<file path="config.mk">
export PLATFORM = sky130hd
export DESIGN_NAME = sr_gate_timer
export DESIGN_NICKNAME = d
export VERILOG_FILES = /design/src/rtl/sr_gate_pkg.sv /design/src/rtl/sr_cond_meter.sv /design/src/rtl/sr_on_target.sv /design/src/rtl/sr_gate_fsm.sv /design/src/rtl/sr_gate_timer.sv
export SDC_FILE = /design/constraint.sdc
export NUM_CORES = 1
export LEC_CHECK = 0
export ABC_AREA = 1
export ABC_CLOCK_PERIOD_IN_PS = 25200
export BUFFER_PORTS_ARGS = -buffer_cell sky130_fd_sc_hd__buf_4
export CAP_MARGIN = 20
export CORE_MARGIN = 2
export CORE_UTILIZATION = 50
export DETAILED_ROUTE_END_ITERATION = 8
export HOLD_SLACK_MARGIN = 0.08
export PLACE_DENSITY = 0.67
export SLEW_MARGIN = 20
export SYNTH_ARGS = -nofsm -noshare
export SYNTH_HDL_FRONTEND = slang
export SYNTH_HIERARCHICAL = 1
export SYNTH_SLANG_ARGS = --single-unit
</file>
<file path="constraint.sdc">
create_clock -name clk -period 25.2 [get_ports clk]
set_input_delay 2.52 -clock clk [delete_from_list [all_inputs] [get_ports clk]]
set_output_delay 2.52 -clock clk [all_outputs]
set_load 0.01 [all_outputs]
</file>
<file path="src/rtl/sr_gate_pkg.sv">
package sr_gate_pkg;

    localparam int CNT_W = 16;
    localparam int PROD_W = 2 * CNT_W;

    typedef logic [CNT_W-1:0] cnt_t;

    typedef enum logic [1:0] {
        GS_IDLE = 2'd0,
        GS_ON   = 2'd1,
        GS_INH  = 2'd2
    } gate_state_e;

    // Increment that sticks at the all-ones value.
    function automatic cnt_t sat_inc(input cnt_t v);
        return (v == '1) ? v : v + cnt_t'(1);
    endfunction

    // Subtraction floored at zero.
    function automatic cnt_t sub_floor(input cnt_t a, input cnt_t b);
        return (a > b) ? a - b : '0;
    endfunction

    function automatic cnt_t min2(input cnt_t a, input cnt_t b);
        return (a < b) ? a : b;
    endfunction

    // Ratio limit on the previous pulse, saturated to the counter width.
    function automatic cnt_t grow_cap(input cnt_t prev, input int num, input int den);
        logic [PROD_W-1:0] prod;
        logic [PROD_W-1:0] quo;
        prod = PROD_W'(prev) * PROD_W'(num);
        quo  = prod / PROD_W'(den);
        return (quo > PROD_W'({CNT_W{1'b1}})) ? '1 : quo[CNT_W-1:0];
    endfunction

endpackage

</file>
<file path="src/rtl/sr_cond_meter.sv">
module sr_cond_meter
    import sr_gate_pkg::*;
(
    input  logic clk,
    input  logic rst,
    input  logic en,
    input  logic det_low,
    output cnt_t low_run,
    output cnt_t cond_q,
    output logic cond_valid
);

    always_ff @(posedge clk) begin
        if (rst || !en) begin
            low_run    <= '0;
            cond_q     <= '0;
            cond_valid <= 1'b0;
        end else if (det_low) begin
            low_run <= sat_inc(low_run);
        end else begin
            low_run <= '0;
            if (low_run != '0) begin
                cond_q     <= low_run;
                cond_valid <= 1'b1;
            end
        end
    end

    // A new measurement only appears right after a run has ended.
    assert_cond_on_fall_R2: assert property (@(posedge clk) disable iff (rst)
        (en && $past(en) && !$stable(cond_q)) |-> (!$past(det_low) && $past(low_run) != '0));

    // Disabling drops the stored measurement.
    assert_cond_cleared_R1: assert property (@(posedge clk) disable iff (rst)
        !en |=> (cond_q == '0 && !cond_valid));

endmodule

</file>
<file path="src/rtl/sr_on_target.sv">
module sr_on_target
    import sr_gate_pkg::*;
#(
    parameter int MAX_ON_CYC = 1050,
    parameter int GROW_NUM   = 7,
    parameter int GROW_DEN   = 5
) (
    input  cnt_t cond_q,
    input  logic cond_valid,
    input  cnt_t dead_cyc,
    input  cnt_t shrink_cyc,
    input  cnt_t prev_on,
    input  logic prev_valid,
    output cnt_t tgt,
    output logic arm
);

    localparam cnt_t MAX_ON = cnt_t'(MAX_ON_CYC);

    cnt_t base;
    cnt_t capped;

    always_comb begin
        base   = sub_floor(sub_floor(cond_q, dead_cyc), shrink_cyc);
        capped = min2(base, MAX_ON);
        if (prev_valid) begin
            capped = min2(capped, grow_cap(prev_on, GROW_NUM, GROW_DEN));
        end
        tgt = capped;
        arm = cond_valid && (capped != '0);
    end

endmodule

</file>
<file path="src/rtl/sr_gate_fsm.sv">
module sr_gate_fsm
    import sr_gate_pkg::*;
#(
    parameter int ON_DLY     = 35,
    parameter int BLANK_CYC  = 30,
    parameter int MAX_ON_CYC = 1050,
    parameter int INH_LF_CYC = 210,
    parameter int INH_HF_CYC = 145,
    parameter int GROW_NUM   = 7,
    parameter int GROW_DEN   = 5
) (
    input  logic clk,
    input  logic rst,
    input  logic en,
    input  logic det_low,
    input  logic hf_mode,
    input  cnt_t low_run,
    input  cnt_t tgt,
    input  logic arm,
    output logic gate,
    output cnt_t prev_on,
    output logic prev_valid
);

    localparam cnt_t TRIG_AT = cnt_t'(ON_DLY - 1);
    localparam cnt_t BLANK   = cnt_t'(BLANK_CYC);
    localparam cnt_t INH_LF  = cnt_t'(INH_LF_CYC);
    localparam cnt_t INH_HF  = cnt_t'(INH_HF_CYC);

    gate_state_e st;
    cnt_t        on_cnt;
    cnt_t        inh_cnt;
    cnt_t        tgt_q;
    logic        end_pulse;

    assign end_pulse = (on_cnt >= tgt_q) || (!det_low && on_cnt >= BLANK);

    always_ff @(posedge clk) begin
        if (rst || !en) begin
            st         <= GS_IDLE;
            gate       <= 1'b0;
            on_cnt     <= '0;
            inh_cnt    <= '0;
            tgt_q      <= '0;
            prev_on    <= '0;
            prev_valid <= 1'b0;
        end else begin
            unique case (st)
                GS_IDLE: begin
                    if (det_low && arm && low_run == TRIG_AT) begin
                        st     <= GS_ON;
                        gate   <= 1'b1;
                        on_cnt <= cnt_t'(1);
                        tgt_q  <= tgt;
                    end
                end
                GS_ON: begin
                    if (end_pulse) begin
                        st         <= GS_INH;
                        gate       <= 1'b0;
                        prev_on    <= on_cnt;
                        prev_valid <= 1'b1;
                        inh_cnt    <= hf_mode ? INH_HF : INH_LF;
                    end else begin
                        on_cnt <= sat_inc(on_cnt);
                    end
                end
                GS_INH: begin
                    if (inh_cnt <= cnt_t'(1)) st <= GS_IDLE;
                    else inh_cnt <= inh_cnt - cnt_t'(1);
                end
                default: st <= GS_IDLE;
            endcase
        end
    end

    assert_off_when_disabled_R1: assert property (@(posedge clk) disable iff (rst)
        !en |=> !gate);

    assert_needs_history_R3: assert property (@(posedge clk) disable iff (rst)
        $rose(gate) |-> $past(arm));

    assert_turn_on_delay_R4: assert property (@(posedge clk) disable iff (rst)
        $rose(gate) |-> (low_run == cnt_t'(ON_DLY)));

    assert_within_budget_R5: assert property (@(posedge clk) disable iff (rst)
        gate |-> (on_cnt <= tgt_q));

    assert_max_on_R6: assert property (@(posedge clk) disable iff (rst)
        gate |-> (on_cnt <= cnt_t'(MAX_ON_CYC)));

    assert_blanking_R7: assert property (@(posedge clk) disable iff (rst)
        (gate && en && on_cnt < BLANK && on_cnt < tgt_q) |=> gate);

    assert_inhibit_R9: assert property (@(posedge clk) disable iff (rst)
        (st == GS_INH) |=> !gate);

    assert_growth_R10: assert property (@(posedge clk) disable iff (rst)
        (st == GS_ON && prev_valid) |-> (int'(tgt_q) * GROW_DEN <= int'(prev_on) * GROW_NUM));

endmodule

</file>
<file path="src/rtl/sr_gate_timer.sv">
module sr_gate_timer
    import sr_gate_pkg::*;
#(
    parameter int DEB_CYC    = 15,
    parameter int PD_CYC     = 20,
    parameter int BLANK_CYC  = 30,
    parameter int MAX_ON_CYC = 1050,
    parameter int INH_LF_CYC = 210,
    parameter int INH_HF_CYC = 145,
    parameter int GROW_NUM   = 7,
    parameter int GROW_DEN   = 5
) (
    input  logic                              clk,
    input  logic                              rst,
    input  logic                              en,
    input  logic                              det_low,
    input  logic [sr_gate_pkg::CNT_W-1:0]     dead_cyc,
    input  logic [sr_gate_pkg::CNT_W-1:0]     shrink_cyc,
    input  logic                              hf_mode,
    output logic                              gate,
    output logic [sr_gate_pkg::CNT_W-1:0]     cond_time
);

    localparam int ON_DLY = DEB_CYC + PD_CYC;

    cnt_t low_run;
    cnt_t cond_q;
    logic cond_valid;
    cnt_t prev_on;
    logic prev_valid;
    cnt_t tgt;
    logic arm;

    sr_cond_meter u_meter (
        .clk        (clk),
        .rst        (rst),
        .en         (en),
        .det_low    (det_low),
        .low_run    (low_run),
        .cond_q     (cond_q),
        .cond_valid (cond_valid)
    );

    sr_on_target #(
        .MAX_ON_CYC (MAX_ON_CYC),
        .GROW_NUM   (GROW_NUM),
        .GROW_DEN   (GROW_DEN)
    ) u_target (
        .cond_q     (cond_q),
        .cond_valid (cond_valid),
        .dead_cyc   (dead_cyc),
        .shrink_cyc (shrink_cyc),
        .prev_on    (prev_on),
        .prev_valid (prev_valid),
        .tgt        (tgt),
        .arm        (arm)
    );

    sr_gate_fsm #(
        .ON_DLY     (ON_DLY),
        .BLANK_CYC  (BLANK_CYC),
        .MAX_ON_CYC (MAX_ON_CYC),
        .INH_LF_CYC (INH_LF_CYC),
        .INH_HF_CYC (INH_HF_CYC),
        .GROW_NUM   (GROW_NUM),
        .GROW_DEN   (GROW_DEN)
    ) u_fsm (
        .clk        (clk),
        .rst        (rst),
        .en         (en),
        .det_low    (det_low),
        .hf_mode    (hf_mode),
        .low_run    (low_run),
        .tgt        (tgt),
        .arm        (arm),
        .gate       (gate),
        .prev_on    (prev_on),
        .prev_valid (prev_valid)
    );

    assign cond_time = cond_q;

endmodule

</file>
# Word level (Yosys, flattened, before mapping)
# Index checks and enable logic that the tools add are counted.
# op_classes
bitwise,1
mux,21
n_mul,1
n_eq_ne,11
add_sub_neg,5
order_cmp,8
n_div,1
n_reduce_logical,21
# ops
cell,n
$mux 16,11
$pmux 16 s2,2
$add 16x1->16 const B,2
$div 19x3->32 const B,1
$eq 16x16->1 const B,2
$gt 16x16->1,2
$gt 32x16->1 const B,1
$reduce_bool 16->1,2
$sub 16x16->16,2
$mul 16x3->19 const B,1
$eq 16x6->1 const B,1
$ge 16x16->1,1
$ge 16x5->1 const B,1
$le 16x1->1 const B,1
$lt 16x11->1 const B,1
$lt 16x16->1,1
$sub 16x1->16 const B,1
$reduce_and 3->1,3
$mux 7,1
$mux 2,3
$ne 2x1->1 const B,3
$ne 2x2->1 const B,3
$pmux 2 s3,1
$reduce_and 2->1,3
other kinds (12),19
# word_totals
regBits,101
inputBits,37
output_inout_bits,17
elab_cells,79

# Longest topological paths before layout
# logic_depth
word_depth,15
ltp_mapped,120
mapped_depth_nobuf,119

# Hierarchy
# Netlist, hierarchy kept.
# by_module_without_submodules
mod,cells_per_inst,seq_area_each_um2,n_inst,area_each_um2
sr_on_target,931,0.0,1,5323.9
sr_gate_fsm,591,1361.3,1,3938.8
sr_cond_meter,232,660.6,1,1599.0

# Worst setup path after synthesis
# Ideal clock, no wire load.
# synth_path
kind,input -> register
start,input port dead_cyc[0] (netlist name)
end,register u_fsm.tgt_q[3]
t_arrival_ns,9.794
setup_time_ns,0.128
path_buffers,3
path_stages,68
setup_slack_ns,15.278
t_required_ns,25.072
path_cell_list,ha_1 inv_1 fa_1 nand3_1 and2_1 inv_1 a21oi_1 inv_1 a21oi_1 o21ai_0 and2_1 inv_1 clkbuf_1 nor2_1 ha_1 nand3_1 nand2_1 inv_1 [... 32 more ...] a211oi_1 o221a_2 nand2_4 nand2_4 buf_6 nand2_1 nand2_2 nor2_2 nand3_1 nor2_1 nor2_1 nand2_1 nor2_1 nand4_1 nand3b_1 clkbuf_1 o21ai_0 a21oi_1
# synth_via
elab_chain_len,14
elab_cells_between_ends,16
cone_classes,2 x add/sub; 4 x order compare; 5 x mux; 5 x reduce/logical
# synth_rtl
item,line_no,text
from (decl),sr_gate_timer.sv:17,"input logic [sr_gate_pkg::CNT_W-1:0] dead_cyc,"
$sub 16x16->16 / $gt 16x16->1 (equally long branches),sr_gate_pkg.sv:21,return (a > b) ? a - b : '0;
$mux 16 *,sr_gate_pkg.sv:21,
$sub 16x16->16 / $gt 16x16->1 (equally long branches),sr_gate_pkg.sv:21,
$mux 16 *,sr_gate_pkg.sv:21,
$lt 16x11->1,sr_gate_pkg.sv:25,return (a < b) ? a : b;
$mux 16 *,sr_gate_pkg.sv:25,
$lt 16x16->1,sr_gate_pkg.sv:25,
$mux 16,sr_gate_pkg.sv:25,
$mux 16 *,sr_on_target.sv:26,if (prev_valid) begin
via tgt[7],sr_gate_timer.sv:31,cnt_t tgt;
$reduce_bool 16->1 *,sr_on_target.sv:30,arm = cond_valid && (capped != '0);
$logic_and 1x1->1 *,sr_on_target.sv:30,
via arm,sr_gate_timer.sv:32,logic arm;
$logic_and 1x1->1 * (2 in a row),sr_gate_fsm.sv:50,if (det_low && arm && low_run == TRIG_AT) begin
$reduce_and 2->1 (no line) *,--,
to (signal assigned),sr_gate_fsm.sv:54,tgt_q <= tgt;
to (decl),sr_gate_fsm.sv:33,cnt_t tgt_q;
# Mark *: on every way through the listed nets, which the timed path passes. The rest lies on a longest branch.
# A chain may end at the register's enable or synchronous reset.

# Worst setup path in the final report
# layout_path
start,register u_fsm.prev_on[1]
end,register u_fsm.tgt_q[2]
# layout_via
elab_chain_len,12
# layout_rtl
item,line_no,text
from (decl),sr_gate_fsm.sv:21,"output cnt_t prev_on,"
from (signal assigned),sr_gate_fsm.sv:61,prev_on <= on_cnt;
$mul 16x3->19 *,sr_gate_pkg.sv:32,prod = PROD_W'(prev) * PROD_W'(num);
$div 19x3->32 *,sr_gate_pkg.sv:33,quo = prod / PROD_W'(den);
$gt 32x16->1,sr_gate_pkg.sv:34,return (quo > PROD_W'({CNT_W{1'b1}})) ? '1 : quo[CNT_W-1:0];
$mux 16 *,sr_gate_pkg.sv:34,
$lt 16x16->1,sr_gate_pkg.sv:25,
$mux 16 *,sr_gate_pkg.sv:25,
$mux 16 *,sr_on_target.sv:26,
$reduce_bool 16->1 *,sr_on_target.sv:30,
$logic_and 1x1->1 *,sr_on_target.sv:30,
via arm,sr_gate_timer.sv:32,
$logic_and 1x1->1 * (2 in a row),sr_gate_fsm.sv:50,
$reduce_and 2->1 (no line) *,--,
# Marks and branches as above.

==> impl_metrics.env <==
export IMPL_portBuffers=53
export IMPL_intPower_mw=0.237
export IMPL_critPathKind="reg -> reg"
export IMPL_worstHoldPathCells=2
export IMPL_p_sw_frac=0.248
export IMPL_pin_count=54
export IMPL_met1_usage=0.316
export IMPL_p_switching_mw=0.0782
export IMPL_grt_pass1_vias=9745
export IMPL_grt_setup_unrepaired="no"
export IMPL_std_cell_rows=53
export IMPL_htreeDepth=3
export IMPL_grt_use_total=0.236
export IMPL_crit_arrival_ns=11.57
export IMPL_setup_viol=0
export IMPL_p_clk_frac=0.422
export IMPL_core_area_sq_mm=0.0212
export IMPL_final_nets=1939
export IMPL_drt_iter0_markers=592
export IMPL_drv_slew=0
export IMPL_antenna_found_initial=0
export IMPL_grt_max_degree=41
export IMPL_grt_pass1_wl_um=44800
export IMPL_die_h_um=151
export IMPL_wire_per_inst_um=12.8
export IMPL_pwr_share_seq=0.507
export IMPL_synthCells=1754
export IMPL_rr_startpoint="u_fsm/prev_on[1]"
export IMPL_vias=10800
export IMPL_ir_worst_vdd_uv=37.7
export IMPL_hp_class="reg -> reg"
export IMPL_yosysWarnings=6
export IMPL_clk_latency_ns=0.35
export IMPL_start_util=0.513
export IMPL_synthTopCellsByCount="nand2_1, inv_1, nor2_1"
export IMPL_p_per_area_mw_per_mm2=26.8
export IMPL_crit_fanout=31
export IMPL_synthFlopType="dfxtp_1"
export IMPL_diodes=0
export IMPL_final_hold_violation_count=0
export IMPL_worstRegToRegCells=109
export IMPL_crit_slowest_cell="nand3b_1"
export IMPL_drive_gt1_frac=0.141
export IMPL_critPathBufInv=10
export IMPL_cpPeakStageDelay_ns=0.73
export IMPL_critical_path_startpoint="u_fsm/prev_on[1]"
export IMPL_syn_area_sq_mm=0.0109
export IMPL_synth_top_cell_area_share=0.186
export IMPL_critPathTopFamily="simple AND/OR/NAND/NOR gates"
export IMPL_cp_data_required_time_ns=25.39
export IMPL_yosys_area_top_type="dfxtp_1"
export IMPL_async_flop_share=0
export IMPL_via_per_inst=5.21
export IMPL_fin_hold_ws_ns=0.460
export IMPL_comb_power_share=0.072
export IMPL_leakagePower_nw=6.15
export IMPL_grt_busiest_layer="met2"
export IMPL_path_clk_slew_ns=0.07
export IMPL_yosys_top_cells_area="dfxtp_1, nand2_1, ha_1, inv_1, nand3_1"
export IMPL_area_growth_pct=8.14
export IMPL_use_met3=0.0223
export IMPL_min_from="u_fsm/tgt_q[1]"
export IMPL_yosys_cell_types_count=58
export IMPL_drcViolationCount=0
export IMPL_die_area_sq_mm=0.0229
export IMPL_min_period_ns=11.37
export IMPL_worstMarginPinSlew_ns=0.945
export IMPL_min_period_over_period=0.451
export IMPL_maxSlewHeadroom=0.368
export IMPL_status="finished clean"
export IMPL_syn_avg_cell_area_sq_um=6.19
export IMPL_setup_tns_ns=0
export IMPL_fin_skew_ns=0.0100
export IMPL_synth_most_common_cell="nand2_1"
export IMPL_gp_congestion=0.914
export IMPL_fmax_ghz=0.0879
export IMPL_maxCapViolations=0
export IMPL_drt_wl_total_um=26500
export IMPL_hpwl_um=21100
export IMPL_cts_made_buffers=9
export IMPL_synth_edf_count=0
export IMPL_grt_remaining_overflow=0
export IMPL_die_w_um=151
export IMPL_fin_total_pwr_mw=0.315
export IMPL_ys_seq_area_frac=0.186
export IMPL_worstSetupEndpointType="register"
export IMPL_hold_buffers=0
export IMPL_cts_resized_gates=0
export IMPL_postCtsSetupRepairBufs=0
export IMPL_clock_sinks=101
export IMPL_cts_buffer_depth=2
export IMPL_cp_depth=109
export IMPL_cts_tree="built"
export IMPL_critPathLaunchType="register"
export IMPL_yosys_register_bits=101
export IMPL_grt_use_met2=0.410
export IMPL_ant_nets=0
export IMPL_root_buffer="clkbuf_16"
export IMPL_dr_pass1_iters=6
## logic make-up after synthesis
logic type               after synthesis  synth area share
AND/OR/NAND/NOR                      958             0.416
buffers and inverters                319             0.118
AO/OA/AOI/OAI                        239             0.120
adder cells (fa/ha/maj)              109             0.138
flip-flops                           101             0.186
XOR/XNOR                              27            0.0218
other                                  1          0.000345
## worst paths after layout
kind                                        to  slack, ns
worst max-delay path            u_fsm/tgt_q[2]      13.83
worst min-delay path            u_fsm/tgt_q[1]       0.46
worst max register to register  u_fsm/tgt_q[2]      13.83
worst min register to register  u_fsm/tgt_q[1]       0.46
## cells in the final DEF, fill, tap and decap left out, types with 5 or more instances in the layout
cell type	n
nor2_1	198
xor2_1	16
nand2_2	62
inv_2	40
clkinv_1	6
xnor2_1	11
dfxtp_1	101
nor3_1	27
nand3_1	151
buf_4	55
nor2_2	8
conb_1	5
ha_1	91
nand4_1	32
nand3_2	20
fa_1	18
nand3b_1	8
o21bai_1	5
nand2_4	17
a31oi_1	7
nor2_4	5
a21oi_2	5
nand2_1	405
or2_2	9
a21oi_1	130
inv_1	239
o21ai_0	72
clkbuf_16	9
## flip-flops by register name, summed over array words and instances (netlist names)
name and cells:
u_fsm/inh_cnt 16, u_fsm/on_cnt 16, u_fsm/gate 1, u_fsm/st 2, u_meter/cond_q 16, u_fsm/tgt_q 16, u_fsm/prev_on 16, u_meter/low_run 16
u_meter/cond_valid 1, u_fsm/prev_valid 1
## worst min-delay path: stages (launching register included)
cell,delay (ns)
dfxtp_1,0.30
inv_1,0.06
a21oi_1,0.06
## routing by layer
layer  share of wire  up-vias
met2            0.47      193
met3           0.035       24
met4           0.014        0
met1            0.48     4874
li1                -     5713
met5               0        -
## layout make-up
class                           count  area, sq um
Inverter                          287         1080
Timing Repair Buffer               56          440
Fill cell                        2208         9410
Tap cell                          275          344
Multi-Input combinational cell   1338         7580
Clock inverter                      6         45.0
Clock buffer                       10          229
Sequential cell                   101         2020
## per-stage QoR
step / instances / cell area (sq um) / utilization / setup slack [ns]
global route: 2073 / 11700 / 0.555 / 12.34
CTS: 2072 / 11700 / 0.554 / 13.76
detailed placement: 2056 / 11400 / 0.541 / 13.65
floorplan: 1758 / 10900 / - / 15.28
finish: 2073 / 11700 / 0.555 / 13.83
global placement: 2056 / 11400 / 0.541 / 13.85
## power groups by stage
stage / sequential, mW / clock (mW) / combinational (mW)
6_report: 0.160 / 0.133 / 0.0226
5_1_grt: 0.160 / 0.142 / 0.0255
4_1_cts: 0.160 / 0.137 / 0.0220
3_5_place_dp: 0.163 / 0 / 0.0220
3_3_place_gp: 0.163 / 0 / 0.0217
2_1_floorplan: 0.163 / 0 / 0.0142
No activity file was read; power rests on OpenSTA's default activity.
